===== src/rtl/egp_pkg.sv =====
`timescale 1ns/1ps
package egp_pkg;
  localparam int GRP_STRIDE = 4;
  localparam int BANK_W     = 8;

  typedef enum logic [3:0] {
    GRP_MON = 4'd0,
    GRP_SET = 4'd1,
    GRP_CLR = 4'd2,
    GRP_DIR = 4'd3,
    GRP_REN = 4'd4,
    GRP_FEN = 4'd5,
    GRP_IEN = 4'd6,
    GRP_IST = 4'd7,
    GRP_EST = 4'd8
  } grp_e;
endpackage


===== src/rtl/egp_sync.sv =====
`timescale 1ns/1ps
// Two-flop synchroniser per pin plus a one-cycle history for edge detection.
module egp_sync #(
  parameter int W = 24
) (
  input  logic         clk,
  input  logic         rst_n,
  input  logic [W-1:0] pin_i,
  output logic [W-1:0] level_o,
  output logic [W-1:0] rise_o,
  output logic [W-1:0] fall_o
);
  logic [W-1:0] meta_q, sync_q, hist_q;

  always_ff @(posedge clk or negedge rst_n) begin
    if (!rst_n) begin
      meta_q <= '0;
      sync_q <= '0;
      hist_q <= '0;
    end else begin
      meta_q <= pin_i;
      sync_q <= meta_q;
      hist_q <= sync_q;
    end
  end

  always_comb begin
    level_o = sync_q;
    rise_o  = sync_q & ~hist_q;
    fall_o  = ~sync_q & hist_q;
  end
endmodule


===== src/rtl/egp_bank_reg.sv =====
`timescale 1ns/1ps
// Plain read/write register built from byte banks, each with its own write enable.
module egp_bank_reg #(
  parameter int NBANKS = 3
) (
  input  logic                  clk,
  input  logic                  rst_n,
  input  logic [NBANKS-1:0]     we_i,
  input  logic [7:0]            wbyte_i,
  output logic [NBANKS*8-1:0]   q_o
);
  logic [NBANKS*8-1:0] q_d, q_q;

  always_comb begin
    q_d = q_q;
    for (int b = 0; b < NBANKS; b++) begin
      if (we_i[b]) q_d[b*8 +: 8] = wbyte_i;
    end
  end

  always_ff @(posedge clk or negedge rst_n) begin
    if (!rst_n) q_q <= '0;
    else        q_q <= q_d;
  end

  assign q_o = q_q;
endmodule


===== src/rtl/egp_w1c_status.sv =====
`timescale 1ns/1ps
// Sticky status bits: set by events, cleared by write-one; a set beats a clear.
module egp_w1c_status #(
  parameter int W = 24
) (
  input  logic         clk,
  input  logic         rst_n,
  input  logic [W-1:0] set_i,
  input  logic [W-1:0] clr_i,
  output logic [W-1:0] stat_o
);
  logic [W-1:0] stat_d, stat_q;

  always_comb stat_d = (stat_q & ~clr_i) | set_i;

  always_ff @(posedge clk or negedge rst_n) begin
    if (!rst_n) stat_q <= '0;
    else        stat_q <= stat_d;
  end

  assign stat_o = stat_q;
endmodule


===== src/rtl/edge_gpio_regs.sv =====
`timescale 1ns/1ps
module edge_gpio_regs
  import egp_pkg::*;
#(
  parameter int NBANKS = 3,
  parameter int ADDR_W = 6
) (
  input  logic                 clk,
  input  logic                 rst_n,
  input  logic [ADDR_W-1:0]    addr,
  input  logic [7:0]           wdata,
  input  logic                 wr_en,
  input  logic                 rd_en,
  output logic [7:0]           rdata,
  input  logic [NBANKS*8-1:0]  pin_in,
  output logic [NBANKS*8-1:0]  pin_out,
  output logic [NBANKS*8-1:0]  pin_oe,
  output logic                 irq
);
  localparam int NPINS  = NBANKS * BANK_W;
  localparam int SLOT_W = $clog2(GRP_STRIDE);
  localparam int GRP_W  = ADDR_W - SLOT_W;

  // ---------------- address decode ----------------
  logic [GRP_W-1:0]  grp;
  logic [SLOT_W-1:0] slot;
  logic [NBANKS-1:0] bank_sel;
  logic [NPINS-1:0]  wspread;

  always_comb begin
    grp  = addr[ADDR_W-1:SLOT_W];
    slot = addr[SLOT_W-1:0];
    for (int b = 0; b < NBANKS; b++) begin
      bank_sel[b] = (int'(slot) == (NBANKS - 1 - b));
    end
  end

  genvar gb;
  generate
    for (gb = 0; gb < NBANKS; gb++) begin : g_spread
      assign wspread[gb*8 +: 8] = bank_sel[gb] ? wdata : 8'h00;
    end
  endgenerate

  logic wr_set, wr_clr, wr_dir, wr_ren, wr_fen, wr_ien, wr_ist, wr_est;
  always_comb begin
    wr_set = wr_en && (grp == GRP_W'(GRP_SET));
    wr_clr = wr_en && (grp == GRP_W'(GRP_CLR));
    wr_dir = wr_en && (grp == GRP_W'(GRP_DIR));
    wr_ren = wr_en && (grp == GRP_W'(GRP_REN));
    wr_fen = wr_en && (grp == GRP_W'(GRP_FEN));
    wr_ien = wr_en && (grp == GRP_W'(GRP_IEN));
    wr_ist = wr_en && (grp == GRP_W'(GRP_IST));
    wr_est = wr_en && (grp == GRP_W'(GRP_EST));
  end

  // ---------------- configuration registers ----------------
  logic [NPINS-1:0] dir_q, ren_q, fen_q, ien_q;

  egp_bank_reg #(.NBANKS(NBANKS)) u_dir (
    .clk(clk), .rst_n(rst_n), .we_i(wr_dir ? bank_sel : '0), .wbyte_i(wdata), .q_o(dir_q));
  egp_bank_reg #(.NBANKS(NBANKS)) u_ren (
    .clk(clk), .rst_n(rst_n), .we_i(wr_ren ? bank_sel : '0), .wbyte_i(wdata), .q_o(ren_q));
  egp_bank_reg #(.NBANKS(NBANKS)) u_fen (
    .clk(clk), .rst_n(rst_n), .we_i(wr_fen ? bank_sel : '0), .wbyte_i(wdata), .q_o(fen_q));
  egp_bank_reg #(.NBANKS(NBANKS)) u_ien (
    .clk(clk), .rst_n(rst_n), .we_i(wr_ien ? bank_sel : '0), .wbyte_i(wdata), .q_o(ien_q));

  // ---------------- output latch (write-one set / write-one clear) ----------------
  logic [NPINS-1:0] out_d, out_q;

  always_comb begin
    out_d = out_q;
    if (wr_set) out_d = out_d | wspread;
    if (wr_clr) out_d = out_d & ~wspread;
  end

  always_ff @(posedge clk or negedge rst_n) begin
    if (!rst_n) out_q <= '0;
    else        out_q <= out_d;
  end

  // ---------------- input sampling and edge capture ----------------
  logic [NPINS-1:0] level, rise, fall, edge_ev;

  egp_sync #(.W(NPINS)) u_sync (
    .clk(clk), .rst_n(rst_n), .pin_i(pin_in),
    .level_o(level), .rise_o(rise), .fall_o(fall));

  always_comb edge_ev = (rise & ren_q) | (fall & fen_q);

  logic [NPINS-1:0] ist_q, est_q;

  egp_w1c_status #(.W(NPINS)) u_ist (
    .clk(clk), .rst_n(rst_n), .set_i(edge_ev),
    .clr_i(wr_ist ? wspread : '0), .stat_o(ist_q));
  egp_w1c_status #(.W(NPINS)) u_est (
    .clk(clk), .rst_n(rst_n), .set_i(edge_ev),
    .clr_i(wr_est ? wspread : '0), .stat_o(est_q));

  // ---------------- read path ----------------
  logic [NPINS-1:0] rd_src;
  logic [7:0]       rd_byte, rdata_d, rdata_q;

  always_comb begin
    case (grp)
      GRP_W'(GRP_MON): rd_src = level;
      GRP_W'(GRP_SET): rd_src = out_q;
      GRP_W'(GRP_CLR): rd_src = out_q;
      GRP_W'(GRP_DIR): rd_src = dir_q;
      GRP_W'(GRP_REN): rd_src = ren_q;
      GRP_W'(GRP_FEN): rd_src = fen_q;
      GRP_W'(GRP_IEN): rd_src = ien_q;
      GRP_W'(GRP_IST): rd_src = ist_q;
      GRP_W'(GRP_EST): rd_src = est_q;
      default:         rd_src = '0;
    endcase
    rd_byte = 8'h00;
    for (int b = 0; b < NBANKS; b++) begin
      if (bank_sel[b]) rd_byte = rd_byte | rd_src[b*8 +: 8];
    end
    rdata_d = rd_en ? rd_byte : rdata_q;
  end

  always_ff @(posedge clk or negedge rst_n) begin
    if (!rst_n) rdata_q <= '0;
    else        rdata_q <= rdata_d;
  end

  // ---------------- outputs ----------------
  assign rdata   = rdata_q;
  assign pin_out = out_q;
  assign pin_oe  = dir_q;
  assign irq     = |(ist_q & ien_q);
endmodule


===== config.mk =====
export PLATFORM = sky130hd
export DESIGN_NAME = edge_gpio_regs
export DESIGN_NICKNAME = d
export VERILOG_FILES = /design/src/rtl/egp_pkg.sv /design/src/rtl/egp_sync.sv /design/src/rtl/egp_bank_reg.sv /design/src/rtl/egp_w1c_status.sv /design/src/rtl/edge_gpio_regs.sv
export SDC_FILE = /design/constraint.sdc
export NUM_CORES = 1
export LEC_CHECK = 0
export BUFFER_PORTS_ARGS = -buffer_cell sky130_fd_sc_hd__buf_2
export CAP_MARGIN = 40
export CORE_ASPECT_RATIO = 0.5
export CORE_UTILIZATION = 50
export CTS_CLUSTER_SIZE = 20
export DETAILED_ROUTE_END_ITERATION = 8
export PLACE_DENSITY = 0.74
export SYNTH_ARGS = -nofsm -noshare
export SYNTH_HDL_FRONTEND = slang
export SYNTH_SLANG_ARGS = --single-unit

===== constraint.sdc =====
create_clock -name clk -period 1.8 [get_ports clk]
set_input_delay 0.18 -clock clk [delete_from_list [all_inputs] [get_ports clk]]
set_output_delay 0.18 -clock clk [all_outputs]
set_load 0.05 [all_outputs]

==> run_results.csv <==
group,metric,value,unit
setup_path,cp_data_arrival_time,2060,ps
pwr,powerDensity,1020,mW/mm^2
logic_synthesis,avgSynthCellArea,11.4,um^2
global_routing,grt_pass1_wl,55400,um
logic_synthesis,synth_top_area_share,56.3,%
status,violations,"negative setup slack",
logic_synthesis,synth.distinct_cells,62,
sta,max_slew_margin,53.4,%
layout,most-common-layout-cells,"248 x dfrtp_1, 126 x nand2_1, 121 x buf_4, 115 x mux2_2, 96 x buf_2",
detailed_routing,first_iter_violations,942,
global_routing,grt_max_degree,62,
detailed_routing,routed.top_layer,"met4",
setup_path,worst-setup-path-type,"reg -> out",
layout,num-fill-cells,1645,
detailed_routing,met3_length,3810,um
sta,layout_setup_ws,-444,ps
logic_synthesis,synth_warnings,0,
global_routing,antenna_found_initial,1,
placed_design,placement.io_buffers,98,
clock_tree,cts_setup_buffers,0,
clock_tree,clock-sinks,248,
logic_synthesis,synth_area,0.0110,mm^2
floorplanning,die_h,107,um
global_routing,grt_remaining_overflow,0,
layout,drive_gt1_share,34.4,%
floorplanning,initial_core_util,52.3,%
logic_synthesis,synth_edf_count,0,
clock_tree,h-tree-depth,1,
job,drv_cap,0,
detailed_routing,wl_per_cell,24.5,um
global_routing,grtUsageTotal,33.5,%
status,outcome,"complete, but fails checks",
placed_design,place_ws,-271,ps
placed_design,globalplace.congestion,1.00,
pwr,ir_drop,0.000728,V
detailed_routing,ant_nets,0,
detailed_routing,wl_met1,16500,um
floorplanning,die_area,0.0227,mm^2
clock_tree,numCtsBuffers,23,
logic_synthesis,synth.net_count,1006,
floorplanning,rows,37,
sta,tightest_slew,697,ps
logic_synthesis,ys_seq_area_share,56.3,%
sta,rsz0062_at_grt,"yes",
floorplanning,die_x,212,um
logic_synthesis,async_reset_ff_share,100,%
detailed_routing,wirelength,36400,um
logic_synthesis,ys_ff_latch,248,
sta,post-route-min-period,2240,ps
detailed_routing,drc,0,
sta,fin_crit_sh,125,%
logic_synthesis,synthTopCellsByArea,"dfrtp_1 56%, mux2_2 12%, nand2_1 4.3%",
clock_tree,root_buffer,"clkbuf_16",
sta,report.final.hold_viol_count,0,
pwr,totalPowerFinal,14.0,mW
setup_path,crit_required,1620,ps
logic_synthesis,synthCells,964,
sta,finalSetupViolCount,1,
clock_tree,cts_buffer_depth,3,
placed_design,hpwl,26900,um
logic_synthesis,ys.flop_type,"dfrtp_1",
logic_synthesis,yosysTopAreaCell,"dfrtp_1",
setup_path,path_max_fanout,2,
sta,finClkSkew,24.8,ps
clock_tree,cts_tree,"built",
setup_path,setup.worst_path.end_class,"output pin",
clock_tree,cts.reportedPaths.clkPinSlew,70,ps
clock_tree,clk_latency,540,ps
sta,slew_violations,0,
layout,diodes,0,
sta,fin_setup_tns,-444,ps
sta,max_freq,446,MHz
layout,nNetsFinal,1223,
detailed_routing,wl_met2,15400,um
detailed_routing,firstDrtPassIters,6,
pwr,p_leak,6.20,nW
floorplanning,ios,99,
detailed_routing,vias,9038,
floorplanning,fp.coreArea,0.0211,mm^2
layout,synthToLayoutAreaGrowth,24.6,%
hold_path,hold_class,"in -> reg",
setup_path,cp-start-kind,"register",
layout,final_common_cell,"dfrtp_1",
global_routing,grt_pass1_vias,9038,
detailed_routing,viasPerCell,6.08,
[routing by layer]
metal	up-vias	GRT usage, %
met5	-	0
met4	0	7.40
met3	52	10.8
met2	418	47.8
met1	4582	49.4
li1	3986	-
[cell usage after synthesis (9+ instances only)]
| library cell | number |
|---|---|
| a32oi_1 | 11 |
| mux2i_1 | 22 |
| clkbuf_1 | 35 |
| nor2_1 | 35 |
| nand2_1 | 126 |
| nor2b_1 | 10 |
| a22o_1 | 9 |
| mux2_2 | 115 |
| inv_1 | 27 |
| dfrtp_1 | 248 |
| a21oi_1 | 9 |
| o21ai_0 | 60 |
| buf_2 | 18 |
| a31oi_1 | 74 |
| a22oi_1 | 38 |
[critical path, cell delays in order, from the launching register on]
cell	delay, ps
dfrtp_1	420
a22o_1	250
a221oi_2	200
nand3_1	130
nor2_2	180
nand4_1	160
buf_6	190
[sequential cells by signal (all words and copies together) (netlist names), named ones only]
name,cells
u_dir.q_o,24
u_est.stat_o,24
u_fen.q_o,24
u_ien.q_o,24
u_ist.stat_o,24
u_ren.q_o,24
u_sync.hist_q,24
u_sync.level_o,24
u_sync.meta_q,24
rdata,8
pin_out,1
[power breakdown]
part,internal (mW),switching [mW]
clock network,2.61,2.17
registers,6.13,0.500
logic,1.00,1.63
[path summary, 6_finish.rpt]
path | from | endpoint | slack (ps) | cells past startpoint
max in group asynchronous | rst_n | u_ren.q_o[21] | 900 | 3
worst min-delay path | addr[1] | rdata[1] | 80 | 2
worst max register to register | u_sync.level_o[12] | rdata[4] | 70 | 5
worst min register to register | u_sync.meta_q[21] | u_sync.level_o[21] | 350 | 0
min in group asynchronous | rst_n | u_sync.meta_q[19] | 170 | 2
worst max-delay path | u_ien.q_o[20] | irq | -440 | 6
[metrics by stage]
stage / std cells / hold WS, ps / util [%] / instance area (um^2)
after detailed placement: 1423 / 124 / 60.5 / 12700
after floorplan: 964 / -116 / - / 11000
after CTS: 1487 / 71.1 / 65.1 / 13700
final: 1487 / 80.4 / 65.2 / 13700
after global placement: 1423 / 115 / 60.5 / 12700
after global routing: 1487 / 86.0 / 65.2 / 13700
[final cells by class]
class	instances	area [um^2]	share of cell area (%)
Clock buffer	34	677	4.93
Clock inverter	5	35.0	0.255
Timing Repair Buffer	257	1930	14.0
Multi-Input combinational cell	621	4410	32.1
Inverter	30	113	0.820
Tap cell	292	365	2.66
Sequential cell	248	6210	45.2
[cells by family (layout without fill, tap and decap cells)]
family,Yosys count,after routing,synth area share (%)
AND/OR/NAND/NOR,227,227,9.98
flip-flops,248,248,56.3
buffers and inverters,95,326,3.92
XOR/XNOR,1,1,0.0795
multiplexers,138,138,14.0
AO/OA/AOI/OAI,255,255,15.8
[timing repair]
action,in CTS,in global routing
pin swaps,4,0
hold buffers,25,0
hold endpoints to repair,99,0
setup endpoints to repair,1,2
resized for setup,4,3
(Power assumes the default switching activity.)
